--- config.mk ---
export PLATFORM = sky130hd
export DESIGN_NAME = bitop_port
export DESIGN_NICKNAME = d
export VERILOG_FILES = /design/src/rtl/bitop_port.sv
export SDC_FILE = /design/constraint.sdc
export NUM_CORES = 1
export LEC_CHECK = 0
export BUFFER_PORTS_ARGS = -buffer_cell sky130_fd_sc_hd__buf_4
export CORE_MARGIN = 2
export CORE_UTILIZATION = 43
export DETAILED_ROUTE_END_ITERATION = 6
export GPL_ROUTABILITY_DRIVEN = 0
export PLACE_DENSITY = 0.76
export SETUP_SLACK_MARGIN = 0.05
export SKIP_LAST_GASP = 1
export SLEW_MARGIN = 30
export SYNTH_ARGS = -nofsm -noshare
export SYNTH_HDL_FRONTEND = slang
export SYNTH_SLANG_ARGS = --single-unit
--- constraint.sdc ---
create_clock -name clk -period 1.5 [get_ports clk]
set_clock_uncertainty 0.1 [all_clocks]
set_input_delay 0.375 -clock clk [delete_from_list [all_inputs] [get_ports clk]]
set_output_delay 0.375 -clock clk [all_outputs]
set_load 0.01 [all_outputs]
--- src/rtl/bitop_port.sv ---
module bitop_port #(
  parameter int W      = 8,
  parameter int BW     = $clog2(W),
  parameter int AW     = 2,
  parameter bit REG_IN = 1'b1
) (
  input  logic          clk,
  input  logic          rst,
  input  logic          wr_en,
  input  logic [AW-1:0] wr_addr,
  input  logic [W-1:0]  wr_data,
  input  logic [AW-1:0] rd_addr,
  output logic [W-1:0]  rd_data,
  input  logic          bop_valid,
  input  logic          bop_set,
  input  logic [AW-1:0] bop_addr,
  input  logic [BW-1:0] bop_bit,
  output logic          busy,
  input  logic [W-1:0]  pad_ext,
  output logic [W-1:0]  pad_out,
  output logic [W-1:0]  pad_oe_n,
  output logic [W-1:0]  pad_net
);
  localparam logic [AW-1:0] A_PORT = AW'(0);
  localparam logic [AW-1:0] A_DIR  = AW'(1);

  logic [W-1:0] port_q, dir_q, in_side, src, mask, res;
  logic         bop_go, touch, settle;

  function automatic logic [W-1:0] sel(input logic [AW-1:0] a, input logic [W-1:0] pin,
                                       input logic [W-1:0] dir);
    if (a == A_PORT)     return pin;
    else if (a == A_DIR) return dir;
    else                 return '0;
  endfunction

  for (genvar i = 0; i < W; i++) begin : g_pad
    assign pad_net[i] = pad_oe_n[i] ? pad_ext[i] : port_q[i];
  end

  if (REG_IN) begin : g_reg_in
    logic [W-1:0] in_q;
    always_ff @(posedge clk or posedge rst)
      if (rst) in_q <= '0;
      else     in_q <= pad_net;
    assign in_side = in_q;

    always_ff @(posedge clk or posedge rst)
      if (rst) settle <= 1'b0;
      else     settle <= touch;

    assert_in_lag_R7: assert property (@(posedge clk) disable iff (rst)
      1'b1 |=> in_side == $past(pad_net));
    assert_hold_one_R8: assert property (@(posedge clk) disable iff (rst)
      (busy && !wr_en) |=> !busy);
  end else begin : g_comb_in
    assign in_side = pad_net;
    assign settle  = 1'b0;
  end

  assign busy    = settle;
  assign pad_out = port_q;
  assign pad_oe_n = dir_q;
  assign rd_data = sel(rd_addr, in_side, dir_q);

  assign bop_go = bop_valid && !busy && !wr_en;
  assign src    = sel(bop_addr, in_side, dir_q);
  assign mask   = W'(1) << bop_bit;
  assign res    = bop_set ? (src | mask) : (src & ~mask);
  assign touch  = (wr_en && (wr_addr == A_PORT || wr_addr == A_DIR)) ||
                  (bop_go && (bop_addr == A_PORT || bop_addr == A_DIR));

  always_ff @(posedge clk or posedge rst) begin
    if (rst) begin
      port_q <= '0;
      dir_q  <= '1;
    end else if (wr_en) begin
      if (wr_addr == A_PORT) port_q <= wr_data;
      if (wr_addr == A_DIR)  dir_q  <= wr_data;
    end else if (bop_go) begin
      if (bop_addr == A_PORT) port_q <= res;
      if (bop_addr == A_DIR)  dir_q  <= res;
    end
  end

  assert_set_bit_R4: assert property (@(posedge clk) disable iff (rst)
    (bop_valid && !busy && !wr_en && bop_set && bop_addr == A_PORT)
      |=> pad_out[$past(bop_bit)] == 1'b1);
  assert_clr_bit_R5: assert property (@(posedge clk) disable iff (rst)
    (bop_valid && !busy && !wr_en && !bop_set && bop_addr == A_PORT)
      |=> pad_out[$past(bop_bit)] == 1'b0);
  assert_dir_bop_keeps_latch_R9: assert property (@(posedge clk) disable iff (rst)
    (bop_valid && !wr_en && bop_addr == A_DIR) |=> $stable(pad_out));
  assert_idle_stable_R8: assert property (@(posedge clk) disable iff (rst)
    (!wr_en && !(bop_valid && !busy)) |=> ($stable(pad_out) && $stable(pad_oe_n)));
endmodule

==> flow_summary.toml, run 1 <==
[sta]
setup_viol = 41
min_period_ps = 1848
hold_viol = 0
fin_crit_sh = 1.232
grt_setup_unrepaired = "true"
worst_pin_slew_ps = 617.6
holdWs_ps = 84.78
maxSlewViolCount = 0
fmax_mhz = 541.2
slew_headroom = 0.5829
layout_setup_ws_ps = -347.6

[critical_path]
cp_max_fo = 2
end_kind = "output pin"
crit_required_ps = 1020
path_delay_family = "flip-flops"
slowest_delay_ps = 590
start_kind = "flop"
crit_buf_inv = 1
cp_cell_sequence = "mux2_4, buf_6"
critPathSlowestCell = "dfstp_2"
arrival_ps = 1370
crit_type = "reg2out"

[global_route]
grt_pass1_vias = 1720
overflow = 0
grt_pass1_wl_um = 8459
antenna_found_initial = 0
grt_use_total = 0.2711
grt_start_max_net_pins = 26

[synthesis]
yosysWarnings = 0
syn_area_um2 = 1524
async_flop_share = 1.000
synthFlopType = "dfrtp_1"
synth_seq_cells = 25
synth.distinct_cells = 26
synth-edff-count = 0
syn_avg_cell_area_um2 = 10.89
synth_fp_nets = 170
synth-seq-area-share = 0.4171
synthCells = 140

[drt]
wl_per_cell_um = 19.26
initialDrtViolationCount = 92
ant_nets = 0
dr.pass1.iters = 4
wl_um = 5470
avgViaCountPerCell = 6.049
vias = 1718
drc = 0

[placed_design]
dp_cells = 259
postPlaceCellArea_um2 = 2155
port_buffers = 62
dpl.hpwl_um = 3538
pre_cts_slack_ps = -287.5

[clock_network]
root_buffer = "clkbuf_4"
cts_max_path_buffers = 2
cts_tree = "built"
worstSkewPairLatency_ps = 350
clk_pin_slew_ps = 160
htree_levels = 1
numCtsBuffers = 3
clock_sinks = 25

[layout]
drive_gt1_frac = 0.6471
finalCoreUtilization = 0.7772
finalNonFillerCells = 284
finalNetCount = 269
area_delta_synth_final_pct = 71.51
final_area_um2 = 2614
diodes = 0
final_common_cell = "buf_4"
final_cell_mix = "buf_4 (68), buf_6 (33), dfrtp_1 (17)"

[floorplanning]
die_height_um = 63.53
die_area_um2 = 4036
pin_count = 63
fp.dieW_um = 63.53
start_util = 0.4531
core_area_um2 = 3363
rows = 21

[flow_run]
max_cap_violations = 0

[min_path]
hp-class = "in2reg"

[power]
ir_worst_vdd_mv = 0.6958
leakage_nw = 1.238
powerDensity_nw_per_um2 = 1065

[outcome]
outcome = "finished, violations left"
violations = "setup timing"
through the flow:
step                      TNS [ps]  power [W]
after global routing        -11950   0.002906
after detailed placement     -4213   0.002025
after global placement       -3675   0.001979
after floorplan              -2105   0.001473
final                       -10790   0.002783
after CTS                    -9414   0.002583
cells by family after synthesis:
kind of cell / Yosys count / share of synthesized area
compound gates: 51 / 0.2783
mux: 24 / 0.1691
buf+inv: 16 / 0.04762
simple gates: 24 / 0.08785
flops: 25 / 0.4171
cell usage after synthesis, types with 3 or more instances:
library cell | n | area [um2]
dfrtp_1 | 17 | 425.4
a41o_1 | 3 | 30.03
dfstp_2 | 8 | 210.2
inv_1 | 4 | 15.01
a31o_2 | 3 | 26.28
clkbuf_1 | 3 | 11.26
mux2_2 | 14 | 157.7
nor2_1 | 10 | 37.54
o31ai_1 | 16 | 120.1
a221oi_1 | 6 | 52.55
o211ai_1 | 16 | 120.1
mux2i_1 | 10 | 100.1
nor2b_1 | 8 | 50.05
buf_2 | 4 | 20.02
state kept, by name, summed over array words and instances, names as in the netlist:
| name | flops |
|---|---|
| g_reg_in.in_q | 8 |
| pad_out | 8 |
| busy | 1 |
| pad_oe_n | 8 |
metal layers:
layer | up-vias | part of all wire | global-route usage
met3 | 13 | 0.080 | 0.03214
li1 | 753 | - | -
met1 | 844 | 0.37 | 0.3345
met5 | - | 0 | 0
met2 | 108 | 0.52 | 0.4724
met4 | 0 | 0.023 | 0.1196
worst register-to-register path, delay by kind of cell, from the launching register on:
kind	cells	cell delay [ps]
DFF	1	430
AOI/OAI and AO/OA	2	570
and+or+nand+nor	1	640
report_power, final:
| part | internal (W) | switching (W) |
|---|---|---|
| sequential | 0.000860 | 0.000122 |
| clock | 0.000101 | 0.000227 |
| combinational | 0.000886 | 0.000588 |
| total | 0.00185 | 0.000937 |
what timing repair did:
item,in CTS,in global routing
pin swaps,3,10
endpoints found under the hold margin,17,0
gates cloned,2,0
buffers inserted,8,12
endpoints found under the setup margin,41,42
resized for setup,41,24
hold buffers,1,0
area by class of cell:
type / count / area, um2
inverters: 6 / 22.52
repair buffers: 104 / 939.7
multi-input cells: 99 / 930.9
clock buffers: 3 / 22.52
clock inverters: 1 / 5.005
flip-flops and latches: 25 / 635.6
fillers: 231 / 749.5
well taps: 46 / 57.56
path summary, 6_finish.rpt:
| check | from | to | slack, ps | cells past startpoint |
|---|---|---|---|---|
| max in group asynchronous | rst | pad_oe_n[2] | 460 | 4 |
| worst min-delay path | wr_addr[1] | busy | 80 | 2 |
| worst min register to register | pad_out[2] | g_reg_in.in_q[2] | 490 | 1 |
| worst max-delay path | pad_oe_n[6] | pad_net[6] | -350 | 2 |
| worst max register to register | busy | pad_oe_n[7] | -340 | 3 |
| min in group asynchronous | rst | pad_out[4] | 520 | 4 |
(Power assumes the default switching activity.)
==> run 2, diff against run 1 <==
- RECOVER_POWER: not set -> 100
==> run 2 against run 1 <==
The run still ends with setup timing left. Maximum frequency down 0.46%. Critical path depth increased by 2. Count of clock-buffer cells in the layout unchanged. Non-clock buffer count is the same. First-iteration DRC count shrank 2.2%. Setup slack worse by 8.5 ps. Wire length hardly changed. Sequential share of layout area is 0.31 points higher. Clock power fell by 3%. Cell area is 1.2% lower. Die area stayed put. Combinational power is essentially flat. Critical endpoint is now rd_data[3]. Largest cell class is now multi-input gates. Largest power group unchanged.
==> flow_summary.toml, run 2 (same netlist as run 1, synthesis figures left out) <==
[critical_path]
rrSetupSlack_ps = -330
path_delay_family = "flip-flops"
critPathSlowestCell = "dfstp_2"
slowest_delay_ps = 590
path_depth = 4
rr_worst_depth = 3
r2r_end = "pad_oe_n[7]"
crit_path_start = "pad_oe_n[3]"
crit_buf_inv = 2
r2r_start = "busy"
cp_max_fo = 3
end_kind = "output pin"
arrival_ps = 1380
crit_type = "reg2out"
start_kind = "flop"
setup.worst_path.end = "rd_data[3]"
crit_required_ps = 1020
cp_cell_sequence = "buf_6, mux2i_1, nor2_1, buf_4"

[sta]
slew_headroom = 0.5553
maxSlewViolCount = 0
min_period_ps = 1856
hold_viol = 0
setup_viol = 41
worst_pin_slew_ps = 658.5
fmax_mhz = 538.8
fin_crit_sh = 1.237
setup_tns_ps = -10670
layout_setup_ws_ps = -356.1
grt_setup_unrepaired = "true"
holdWs_ps = 92.54

[drt]
wl_per_cell_um = 19.25
wl_um = 5467
vias = 1719
drc = 0
initialDrtViolationCount = 90
avgViaCountPerCell = 6.053
ant_nets = 0
dr.pass1.iters = 4

[outcome]
violations = "setup timing"
outcome = "finished, violations left"

[power]
leakage_nw = 1.206
powerDensity_nw_per_um2 = 1059
total_power_w = 0.002733
ir_worst_vdd_mv = 0.6878

[floorplanning]
rows = 21
die_area_um2 = 4036
fp.dieW_um = 63.53
die_height_um = 63.53
core_area_um2 = 3363
start_util = 0.4531
pin_count = 63

[layout]
diodes = 0
finalNetCount = 269
drive_gt1_frac = 0.6050
final_cell_mix = "buf_4 (58), buf_6 (33), dfrtp_1 (17)"
multi_input_area_um2 = 930.9
regArea_um2 = 635.6
fillers = 246
final_common_cell = "buf_4"
area_delta_synth_final_pct = 69.38

[clock_network]
worstSkewPairLatency_ps = 340
cts_max_path_buffers = 2
numCtsBuffers = 3
clock_sinks = 25
cts_tree = "built"
htree_levels = 1
clk_pin_slew_ps = 150
root_buffer = "clkbuf_4"

[flow_run]
max_cap_violations = 0

[placed_design]
pre_cts_slack_ps = -287.5
dpl.hpwl_um = 3538
port_buffers = 62

[min_path]
hp-class = "in2reg"
worstHoldStart = "wr_addr[1]"
hold_path_depth = 2

[global_route]
grt_use_total = 0.2711
grt_pass1_wl_um = 8459
grt_pass1_vias = 1720
antenna_found_initial = 0
overflow = 0
grt_start_max_net_pins = 26
-- run 2: cell types whose count changed in the layout (fill, tap and decap cells not counted) --
cell | before | now
dfstp_2 | 8 | 6
clkbuf_4 | 3 | 4
buf_4 | 68 | 58
clkbuf_2 | 0 | 1
clkbuf_1 | 0 | 8
dfstp_1 | 0 | 2
-- run 2: layout make-up --
class                   instances  share of cell area
well taps                      46             0.02230
repair buffers                104              0.3514
clock inverters                 1            0.001939
inverters                       6            0.008725
multi-input cells              99              0.3606
clock buffers                   3            0.008725
flip-flops and latches         25              0.2462
-- run 2: metrics by stage --
step	instances	cell area [um2]	utilization
finish	284	2581	0.7675
detailed placement	259	2155	0.6406
CTS	274	2467	0.7336
global placement	259	2155	0.6406
global route	284	2581	0.7675
floorplan	140	1528	-
-- run 2: worst min path at each step --
stage                                   to  slack, ps
final                                 busy         90
after floorplan                       busy        300
after global routing                  busy        100
after global placement    g_reg_in.in_q[2]        350
after CTS                             busy        120
after detailed placement        pad_out[6]        350
-- run 2: layer usage --
metal,GRT usage,vias to the layer above,part of all wire,wire length (um)
li1,-,751,-,-
met1,0.3345,853,0.39,2109
met2,0.4724,102,0.52,2853
met3,0.03214,13,0.071,390
met4,0.1196,0,0.020,112
met5,0,-,0,0
-- run 2: worst register-to-register path: cells and delay by family, from the launching register on --
kind | cells | cell delay (ps)
flip-flops | 1 | 430
AND/OR/NAND/NOR | 1 | 640
AO/OA/AOI/OAI | 2 | 550
-- run 2: repair_timing --
item                                    4_1_cts  5_1_grt
gates resized for setup                      41       24
cloned                                        2        0
hold buffers                                  1        0
buffers inserted                              8       12
endpoints found under the setup margin       41       42
pin swaps                                     3       10
hold endpoints to repair                     17        0
-- run 2: power by group --
part	total, W	internal, W	switching [W]
Combinational	0.00144	0.000848	0.000591
Sequential	0.000975	0.000856	0.000119
Clock	0.000319	0.000100	0.000219
==> run 3, diff against run 2 <==
- CAP_MARGIN: not set -> 15
- CELL_PAD_IN_SITES_DETAIL_PLACEMENT: not set -> 0
- CELL_PAD_IN_SITES_GLOBAL_PLACEMENT: not set -> 1
- CORE_UTILIZATION: 43 -> 32
- PLACE_DENSITY: 0.76 -> not set
- PLACE_DENSITY_LB_ADDON: not set -> 0.1
==> run 3 against run 2 <==
The flow still finishes with violations (setup timing). Die area rose by 32%. First-iteration DRC count shrank 52%. Total power down 0.90%. Highest routed layer unchanged.
==> flow_summary.toml, run 3 (same netlist as run 1, synthesis figures left out) <==
[min_path]
hp-class = "in2async"

[sta]
worst_pin_slew_ps = 662.7
layout_setup_ws_ps = -244.2
maxSlewViolCount = 0
fmax_mhz = 573.3
holdWs_ps = 176.8
fin_crit_sh = 1.163
setup_viol = 37
slew_headroom = 0.5582
grt_setup_unrepaired = "true"
min_period_ps = 1744
hold_viol = 0

[clock_network]
clock_sinks = 25
cts_tree = "built"
cts_hold_buf = 0
root_buffer = "clkbuf_8"
htree_levels = 1
worstSkewPairLatency_ps = 270
cts_max_path_buffers = 2
numCtsBuffers = 3
clk_pin_slew_ps = 90

[power]
p_clk_frac = 0.151
power.internal_w = 0.001824
p_seq_frac = 0.359
switchingPower_w = 0.0008844
leakage_nw = 1.153
combPwrFrac = 0.489
powerDensity_nw_per_um2 = 1086
power.share.switching = 0.3265
ir_worst_vdd_mv = 0.4081

[layout]
area_delta_synth_final_pct = 63.71
final_cell_mix = "buf_4 (57), buf_6 (24), dfrtp_1 (17)"
final_common_cell = "buf_4"
diodes = 0
finalCoreUtilization = 0.5353
drive_gt1_frac = 0.6009
finalNetCount = 259
final_area_um2 = 2495
fillers = 450

[global_route]
overflow = 0
antenna_found_initial = 0
grt_pass1_vias = 1586
grt_start_max_net_pins = 26
grt_pass1_wl_um = 8010
grt_use_total = 0.1924

[outcome]
violations = "setup timing"
outcome = "finished, violations left"

[flow_run]
max_cap_violations = 0

[drt]
vias = 1580
wl_um = 5005
initialDrtViolationCount = 43
avgViaCountPerCell = 5.603
drc = 0
ant_nets = 0
dr.pass1.iters = 4
wl_per_cell_um = 17.75

[critical_path]
arrival_ps = 1270
crit_required_ps = 1020
start_kind = "flop"
end_kind = "output pin"
crit_type = "reg2out"
cp_max_fo = 2

[floorplanning]
die_height_um = 73.01
rows = 25
pin_count = 63
start_util = 0.3270
fp.dieW_um = 73.01
core_area_um2 = 4661
die_area_um2 = 5330

[placed_design]
pre_cts_slack_ps = -288.1
port_buffers = 62
postPlaceCellArea_um2 = 2177
dpl.hpwl_um = 3560
==> run 3: cell count changes in the layout (fill, tap and decap cells not counted), sizes merged <==
cell / delta
buf: -10
clkbuf: +1
dlygate4sd3: -1
==> run 3: per-layer routing <==
| metal | up-vias | wire length (um) | global-route usage |
|---|---|---|---|
| met1 | 786 | 2180 | 0.2755 |
| met2 | 64 | 2520 | 0.3093 |
| met5 | - | 0 | 0 |
| met3 | 4 | 255 | 0.01934 |
| li1 | 726 | - | - |
| met4 | 0 | 48 | 0.05144 |
==> run 3: what timing repair did <==
item	4_1_cts	5_1_grt
pin swaps	0	6
gates resized for setup	29	23
endpoints found under the setup margin	40	40
setup buffers	2	9
==> run 3: worst max-delay path: stages (launching register included) <==
cell	delay [ps]
dfstp_2	560
mux2_4	310
buf_6	120
==> run 3: cell type report <==
cell class / count / area, um2 / share of cell area
clock buffers: 3 / 41.29 / 0.01655
clock inverters: 1 / 5.005 / 0.002006
inverters: 6 / 22.52 / 0.009027
multi-input cells: 99 / 934.6 / 0.3746
flip-flops and latches: 25 / 635.6 / 0.2548
well taps: 54 / 67.56 / 0.02708
repair buffers: 94 / 788.3 / 0.3159
==> run 3: path summary, 6_finish.rpt <==
| path | startpoint | end | slack [ps] | cells past startpoint |
|---|---|---|---|---|
| max reg2reg | busy | pad_oe_n[7] | -140 | 3 |
| max in group asynchronous | rst | g_reg_in.in_q[7] | 700 | 3 |
| min | rst | busy | 180 | 3 |
| min in group clk | pad_ext[5] | g_reg_in.in_q[5] | 250 | 2 |
| min reg2reg | pad_out[2] | pad_out[2] | 460 | 2 |
| max | pad_oe_n[5] | pad_net[5] | -240 | 2 |
==> run 3: per-stage QoR <==
step	TNS [ps]	cells	power, W
after floorplan	-2105	140	0.001473
after global placement	-3803	267	0.002000
after detailed placement	-4174	267	0.002025
after CTS	-5238	273	0.002585
after global routing	-6879	282	0.002870
final	-5198	282	0.002709
==> run 3: power by group through the flow <==
stage               combinational [W]  clock [W]  sequential (W)
floorplan                    0.000452          0         0.00102
global placement              0.00104          0        0.000964
detailed placement            0.00105          0        0.000971
CTS                           0.00120   0.000417        0.000969
global route                  0.00143   0.000447        0.000998
finish                        0.00133   0.000410        0.000973
